**config.mk**
```make
export PLATFORM = sky130hd
export DESIGN_NAME = xbar_switch
export DESIGN_NICKNAME = d
export VERILOG_FILES = /design/src/rtl/xbar_pkg.sv /design/src/rtl/xbar_decode.sv /design/src/rtl/xbar_arbiter.sv /design/src/rtl/xbar_return.sv /design/src/rtl/xbar_switch.sv
export SDC_FILE = /design/constraint.sdc
export NUM_CORES = 1
export LEC_CHECK = 0
export BUFFER_PORTS_ARGS = -buffer_cell sky130_fd_sc_hd__buf_2
export CAP_MARGIN = 25
export CORE_UTILIZATION = 25
export CTS_BUF_LIST = sky130_fd_sc_hd__clkbuf_8
export CTS_CLUSTER_SIZE = 24
export DETAILED_ROUTE_END_ITERATION = 7
export GPL_ROUTABILITY_DRIVEN = 0
export GPL_TIMING_DRIVEN = 0
export HOLD_SLACK_MARGIN = 0.1
export PLACE_DENSITY_LB_ADDON = 0.2
export SETUP_SLACK_MARGIN = 0.3
export SKIP_LAST_GASP = 1
export SLEW_MARGIN = 20
export SYNTH_ARGS = -nofsm -noshare
export SYNTH_HDL_FRONTEND = slang
export SYNTH_SLANG_ARGS = --single-unit
```
**constraint.sdc**
```tcl
create_clock -name clk -period 2.65 [get_ports clk]
set_clock_uncertainty 0.1 [all_clocks]
set_input_delay 0.265 -clock clk [delete_from_list [all_inputs] [get_ports clk]]
set_output_delay 0.265 -clock clk [all_outputs]
set_load 0.05 [all_outputs]
```
**src/rtl/xbar_pkg.sv**
```systemverilog
package xbar_pkg;

  // Module number held in the top msel_w bits of an aw-bit address.
  function automatic logic [31:0] mod_sel(input logic [31:0] addr, input int aw, input int msel_w);
    return (addr >> (aw - msel_w)) & ((32'd1 << msel_w) - 32'd1);
  endfunction

  // Word index inside a module: the address with its select bits removed.
  function automatic logic [31:0] word_idx(input logic [31:0] addr, input int aw, input int msel_w);
    return addr & ((32'd1 << (aw - msel_w)) - 32'd1);
  endfunction

  // Isolates the lowest set bit (fixed priority, bit 0 first).
  function automatic logic [31:0] pick_lowest(input logic [31:0] r);
    return r & (~r + 32'd1);
  endfunction

endpackage

```
**src/rtl/xbar_decode.sv**
```systemverilog
module xbar_decode #(
  parameter int AW = 8,
  parameter int NM = 4,
  localparam int MW = $clog2(NM)
) (
  input  logic          clk,
  input  logic          rst_n,
  input  logic          req,
  input  logic [AW-1:0] addr,
  output logic [NM-1:0] hit
);

  for (genvar m = 0; m < NM; m++) begin : g_pt
    assign hit[m] = req && (xbar_pkg::mod_sel(32'(addr), AW, MW) == 32'(m));
  end

  AST_ONE_TARGET: assert property (@(posedge clk) disable iff (!rst_n)
    req |-> $countones(hit) == 1);
  AST_IDLE_NO_HIT: assert property (@(posedge clk) disable iff (!rst_n)
    !req |-> hit == '0);

endmodule

```
**src/rtl/xbar_arbiter.sv**
```systemverilog
module xbar_arbiter #(
  parameter int NP = 4,
  localparam int PW = $clog2(NP)
) (
  input  logic          clk,
  input  logic          rst_n,
  input  logic [NP-1:0] col_req,
  output logic [NP-1:0] gnt,
  output logic [PW-1:0] win,
  output logic          busy
);

  assign gnt  = NP'(xbar_pkg::pick_lowest(32'(col_req)));
  assign busy = |col_req;

  always_comb begin
    win = '0;
    for (int i = NP - 1; i >= 0; i--) begin
      if (col_req[i]) win = PW'(i);
    end
  end

  for (genvar k = 0; k < NP; k++) begin : g_prio
    localparam logic [NP-1:0] ABOVE = NP'((32'd1 << k) - 32'd1);
    AST_FIXED_PRIORITY: assert property (@(posedge clk) disable iff (!rst_n)
      gnt[k] |-> ((col_req & ABOVE) == '0));
    AST_WIN_MATCHES: assert property (@(posedge clk) disable iff (!rst_n)
      gnt[k] |-> win == PW'(k));
  end

  AST_GRANT_HAS_REQ: assert property (@(posedge clk) disable iff (!rst_n)
    (gnt & ~col_req) == '0);

endmodule

```
**src/rtl/xbar_return.sv**
```systemverilog
module xbar_return #(
  parameter int NP = 4,
  parameter int NM = 4,
  parameter int DW = 16,
  localparam int MW = $clog2(NM)
) (
  input  logic                   clk,
  input  logic                   rst_n,
  input  logic [NP-1:0]          ready,
  input  logic [NP-1:0][MW-1:0]  tgt,
  input  logic [NM-1:0][DW-1:0]  m_rdata,
  output logic [NP-1:0]          ack,
  output logic [NP-1:0][DW-1:0]  rdata
);

  logic [NP-1:0]         ack_q;
  logic [NP-1:0][MW-1:0] tgt_q;

  always_ff @(posedge clk) begin
    if (!rst_n) begin
      ack_q <= '0;
      tgt_q <= '0;
    end else begin
      ack_q <= ready;
      for (int p = 0; p < NP; p++) begin
        if (ready[p]) tgt_q[p] <= tgt[p];
      end
    end
  end

  assign ack = ack_q;

  for (genvar p = 0; p < NP; p++) begin : g_ret
    assign rdata[p] = ack_q[p] ? m_rdata[tgt_q[p]] : '0;

    AST_ACK_FOLLOWS_GRANT: assert property (@(posedge clk) disable iff (!rst_n)
      ready[p] |=> ack[p]);
    AST_ACK_NEEDS_GRANT: assert property (@(posedge clk) disable iff (!rst_n)
      !ready[p] |=> !ack[p]);
  end

endmodule

```
**src/rtl/xbar_switch.sv**
```systemverilog
module xbar_switch #(
  parameter int NP = 4,
  parameter int NM = 4,
  parameter int AW = 8,
  parameter int DW = 16,
  localparam int MW = $clog2(NM),
  localparam int PW = $clog2(NP),
  localparam int IW = AW - MW
) (
  input  logic                  clk,
  input  logic                  rst_n,
  input  logic [NP-1:0]         p_req,
  input  logic [NP-1:0]         p_we,
  input  logic [NP-1:0][AW-1:0] p_addr,
  input  logic [NP-1:0][DW-1:0] p_wdata,
  output logic [NP-1:0]         p_ready,
  output logic [NP-1:0]         p_ack,
  output logic [NP-1:0][DW-1:0] p_rdata,
  output logic [NM-1:0]         m_en,
  output logic [NM-1:0]         m_we,
  output logic [NM-1:0][IW-1:0] m_addr,
  output logic [NM-1:0][DW-1:0] m_wdata,
  input  logic [NM-1:0][DW-1:0] m_rdata
);

  logic [NP-1:0][NM-1:0] hit;      // switch point p,m requests module m
  logic [NM-1:0][NP-1:0] col_req;  // same matrix seen from each module
  logic [NM-1:0][NP-1:0] gnt;
  logic [NM-1:0][PW-1:0] win;
  logic [NM-1:0]         busy;
  logic [NP-1:0][MW-1:0] tgt;

  for (genvar p = 0; p < NP; p++) begin : g_row
    xbar_decode #(.AW(AW), .NM(NM)) u_dec (
      .clk (clk), .rst_n (rst_n), .req (p_req[p]), .addr (p_addr[p]), .hit (hit[p])
    );
    assign tgt[p] = MW'(xbar_pkg::mod_sel(32'(p_addr[p]), AW, MW));
  end

  always_comb begin
    for (int m = 0; m < NM; m++) begin
      for (int p = 0; p < NP; p++) col_req[m][p] = hit[p][m];
    end
  end

  for (genvar m = 0; m < NM; m++) begin : g_col
    xbar_arbiter #(.NP(NP)) u_arb (
      .clk (clk), .rst_n (rst_n), .col_req (col_req[m]),
      .gnt (gnt[m]), .win (win[m]), .busy (busy[m])
    );

    assign m_en[m]    = busy[m];
    assign m_we[m]    = busy[m] & p_we[win[m]];
    assign m_addr[m]  = busy[m] ? IW'(xbar_pkg::word_idx(32'(p_addr[win[m]]), AW, MW)) : '0;
    assign m_wdata[m] = busy[m] ? p_wdata[win[m]] : '0;

    AST_ONE_GRANT: assert property (@(posedge clk) disable iff (!rst_n)
      $countones(p_ready & col_req[m]) <= 1);
    AST_EN_TRACES_GRANT: assert property (@(posedge clk) disable iff (!rst_n)
      m_en[m] |-> (p_ready & col_req[m]) != '0);
    AST_WRITE_ROUTED: assert property (@(posedge clk) disable iff (!rst_n)
      m_we[m] |-> (p_ready & p_we & col_req[m]) != '0);
  end

  always_comb begin
    p_ready = '0;
    for (int p = 0; p < NP; p++) begin
      for (int m = 0; m < NM; m++) p_ready[p] = p_ready[p] | gnt[m][p];
    end
  end

  xbar_return #(.NP(NP), .NM(NM), .DW(DW)) u_ret (
    .clk (clk), .rst_n (rst_n), .ready (p_ready), .tgt (tgt),
    .m_rdata (m_rdata), .ack (p_ack), .rdata (p_rdata)
  );

  for (genvar p = 0; p < NP; p++) begin : g_chk
    localparam logic [NP-1:0] ABOVE = NP'((32'd1 << p) - 32'd1);
    AST_UNCONTESTED_GOES: assert property (@(posedge clk) disable iff (!rst_n)
      (p_req[p] && (col_req[tgt[p]] & ABOVE) == '0) |-> p_ready[p]);
  end

  AST_IDLE_QUIET: assert property (@(posedge clk) disable iff (!rst_n)
    (p_req == '0) |-> (m_en == '0));

endmodule

```
Yosys cells after proc, flatten, opt, wreduce, memory -nomap -nowiden
Index checks and enable logic that the tools add are counted.
Operators by class
  bitwise logic cells: 24
  reduce and logical (&&, ||, !) cells: 24
  $lt $le $gt $ge: 8
  $add $sub $neg: 4
  muxes and demuxes: 60
  equal/unequal tests: 12
Operators by type and width (number)
  $bmux W16 S2: 8
  $mux W16: 16
  $logic_not A32 Y1: 4
  $bmux W8 S2: 4
  $mux W6: 8
  $mux W2: 16
  $lt A2 B3 Y1 const B: 8
  $add A4 B1 Y4 const B: 4
  $and A4 B4 Y4: 4
  $eq A2 B2 Y1 const B: 8
  $logic_and A1 B1 Y1: 16
  $not A4 Y4: 4
  $reduce_or A4 Y1: 4
  $or A1 B1 Y1: 12
  $bmux W1 S2: 4
  $eq A2 B1 Y1 const B: 4
  $and A1 B1 Y1: 4
  $mux W1: 4
Word-level totals
  logic and storage cells: 137
  bits of input ports: 170
  bits in registers: 12
  output and inout bits: 168

Depth between registers and ports, before layout
  word-level depth: 9
  depth in mapped cells: 10
  mapped depth without buffers: 5

Hierarchy
Synthesis repeated with hierarchy kept, for this count alone.
Second synthesis, totals
  cells, all modules: 641
  area, all modules: 5764.3 um2
By module, submodules not included
  xbar_switch: sequential area each 0.0 um2, cells an instance 324, times used 1, area each 2882.8 um2
  xbar_return: sequential area each 240.2 um2, cells an instance 261, times used 1, area each 2496.1 um2
  xbar_arbiter: sequential area each 0.0 um2, cells an instance 10, times used 4, area each 58.8 um2
  xbar_decode: sequential area each 0.0 um2, cells an instance 4, times used 4, area each 37.5 um2

Worst setup path after synthesis
No wires, ideal clock.
  path type: input-to-output
  start point: input port p_addr[14] (netlist name)
  end point: output port m_addr[6] (netlist name)
  setup slack: -0.137 ns
  path buffers: 4
  arrival: 2.422 ns
  stages: 8
  required time: 2.285 ns
  path through: buf_4 > and3b_1 > buf_6 > o21ba_4 > buf_6 > buf_6 > a222oi_1 > a211oi_1
RTL lines
  start, declared: line xbar_switch.sv:14  | input logic [NP-1:0][AW-1:0] p_addr,
  end, declared: line xbar_switch.sv:21  | output logic [NM-1:0][IW-1:0] m_addr,

==> flow_summary.json <==
{
  "status": "completed",
  "start_util_pct": 25.82,
  "wl_per_cell_um": 22.46,
  "met1_length_mm": 11.39,
  "max-vdd-ir-drop_mv": 0.1955,
  "core_um2": 20490,
  "synth.most_common_cell": "o21ai_0",
  "r2r_cells": 4,
  "die-area_um2": 21760,
  "drtIter0Drc": 605,
  "cts_tree": "done",
  "cp.required_ns": 2.29,
  "final_layout_size_suffix_gt1_share_pct": 53.38,
  "cts_max_path_buffers": 2,
  "worstMarginPinSlew_ns": 0.6480,
  "h-tree-depth": 1,
  "synth_top_cell_by_area": "mux4_2",
  "min_path_type": "in -> reg",
  "yosysTopAreaCellShare_pct": 27.23,
  "end_kind": "output port",
  "die_y_um": 147.5,
  "max_cap_violations": 0,
  "power_frac_seq_pct": 8.0,
  "min_period_over_period_pct": 87.82,
  "rows": 52,
  "whs_path_depth": 3,
  "powerDensity_nw_per_um2": 331.7,
  "grt_max_degree": 11,
  "drc_errors": 0,
  "setup-tns-final_ns": 0,
  "synth_edf_count": 0,
  "critical_path_class": "in -> out",
  "cp.arrival_ns": 1.96,
  "power_frac_clock_pct": 7.6,
  "clk_latency_ns": 0.24,
  "comb_power_share_pct": 84.4,
  "async_flop_share_pct": 0,
  "finalCriticalPeriod_ns": 2.327,
  "synth_ff_type": "dfxtp_1",
  "antenna_found_initial": 3,
  "fin_util_pct": 38.01,
  "wl_met3_mm": 2.601,
  "area_delta_synth_final_pct": 47.19,
  "detail-route-antenna-nets": 0,
  "io-pin-count": 338,
  "clock-root-buffer": "clkbuf_8",
  "post-place-ws_ns": -0.008625,
  "hold_violations": 0,
  "synthDistinctLibCells": 48,
  "highest_layer": "met5",
  "port_buffers": 333,
  "nets": 1162,
  "die_w_um": 147.5,
  "critPathLaunchType": "input port",
  "dr.pass1.iters": 6,
  "syn_inst": 641,
  "fill_cells": 2225,
  "routed-via-count": 7156,
  "p_int_mw": 1.053,
  "grt_pass1_wl_mm": 41.18,
  "yosys_warnings": 0,
  "finalMaxSlewViolations": 0,
  "synthesis.nets": 811,
  "ys_top_cells_by_count": "78 x o21ai_0, 66 x and2_1, 64 x mux4_2, 55 x nor2_1, 51 x a22oi_1",
  "cts_inserted_buffers": 3,
  "wl_met2_mm": 13.73,
  "syn-cell-area_um2": 5293,
  "power.net_switching_mw": 1.531,
  "clk_pin_slew_ns": 0.05,
  "netlist_top_cells_area": "mux4_2 27%, and2_1 7.8%, o21ai_0 7.4%, a22oi_1 7.2%, mux2i_1 5.9%",
  "final-setup-viol-count": 0,
  "dpl.hpwl_mm": 21.66,
  "leakage_nw": 3.681,
  "yosysSeqAreaShare_pct": 4.539,
  "overflow": 0,
  "clock_sinks": 12,
  "syn_area_per_cell_um2": 8.257,
  "setup_ws_ns": 0.3227,
  "slew_headroom_pct": 56.60,
  "globalRouteTotalUtil_pct": 24.58,
  "fmax_ghz": 0.4297,
  "postCtsHoldBufs": 0,
  "grt_pass1_vias": 6782,
  "ys_seq_elements": 12,
  "rsz0062_at_grt": "true",
  "wl_mm": 28.36,
  "worstPathMaxFanout": 10,
  "p_sw_share_pct": 59.24,
  "vias_per_cell": 5.666
}
-- layout make-up --
type	count	area (um2)	share of cell area [%]
multi-input cells	540	4692	60.23
repair buffers	346	1853	23.79
plain buffers	84	588.1	7.549
well taps	270	337.8	4.337
flip-flops and latches	12	240.2	3.084
clock buffers	4	55.05	0.7067
inverters	5	18.77	0.2409
diodes	2	5.005	0.06425
-- worst max-delay path, stage by stage --
cell     delay, ns
buf_2         0.16
and3b_1       0.18
buf_2         0.18
nor3_4        0.27
buf_4         0.28
a22oi_1       0.09
o21ai_1       0.26
buf_4         0.26
-- placed cells by master, fill, tap and decap left out, drive strengths merged, types with 2 or more instances in the layout --
cell type / count
nor2: 57
a22oi: 52
mux2i: 31
xnor2: 2
nor2b: 6
o211a: 2
a221o: 18
nand2: 28
a222oi: 23
a211oi: 24
inv: 5
and3b: 3
a21oi: 47
buf: 377
nor3b: 4
nand3: 7
clkbuf: 57
dfxtp: 12
o21ai: 90
nor3: 4
diode: 2
mux4: 64
and2: 66
-- power by group through the flow --
stage               registers [mW]  clock network, mW  logic (mW)
finish                       0.206              0.197        2.18
global placement             0.209                  0        2.08
global route                 0.208              0.213        2.29
detailed placement           0.210                  0        2.08
floorplan                    0.218                  0        1.44
CTS                          0.206              0.202        2.13
-- routing by layer --
metal  global-route usage, %  vias up
met5                       0        -
met1                   32.04     3382
li1                        -     3247
met2                   41.63      477
met3                   4.321       48
met4                   6.546        2
-- cells by family (layout without fill, tap and decap cells) --
family / Yosys count / in the layout / synth area share (%)
AOI/OAI and AO/OA: 264 / 264 / 35.15
and+or+nand+nor: 179 / 179 / 18.42
muxes: 95 / 95 / 33.10
buffers and inverters: 89 / 439 / 8.463
DFF: 12 / 12 / 4.539
xor gates and xnor gates: 2 / 2 / 0.3310
other: 0 / 2 / 0
-- path summary, 6_finish.rpt --
path,startpoint,to,slack (ns)
hold reg to reg,u_ret.tgt_q[4],u_ret.tgt_q[4],0.75
setup / recovery,p_addr[22],m_wdata[39],0.32
hold / removal,rst_n,u_ret.tgt_q[4],0.22
setup reg to reg,u_ret.tgt_q[3],u_ret.tgt_q[3],1.18
-- sequential cells by signal, indices dropped and copies added (netlist names) --
| register | flops |
|---|---|
| u_ret.ack | 4 |
| u_ret.tgt_q | 8 |
-- per-stage QoR --
| step | power, mW | area [um2] | std cells | hold slack, ns |
|---|---|---|---|---|
| final | 2.584 | 7790 | 1263 | 0.2159 |
| after global routing | 2.707 | 7790 | 1263 | 0.2286 |
| after CTS | 2.536 | 7584 | 1254 | 0.2182 |
| after detailed placement | 2.288 | 7317 | 1244 | 0.4724 |
| after global placement | 2.290 | 7317 | 1244 | 0.4724 |
| after floorplan | 1.662 | 5313 | 641 | 0.3038 |
-- timing repair --
action,4_1_cts,5_1_grt
pin swaps,5,7
hold endpoints to repair,0,0
gates resized for setup,69,58
gates cloned,0,1
buffers inserted,6,6
setup endpoints to repair,121,98
(Power assumes the default switching activity.)
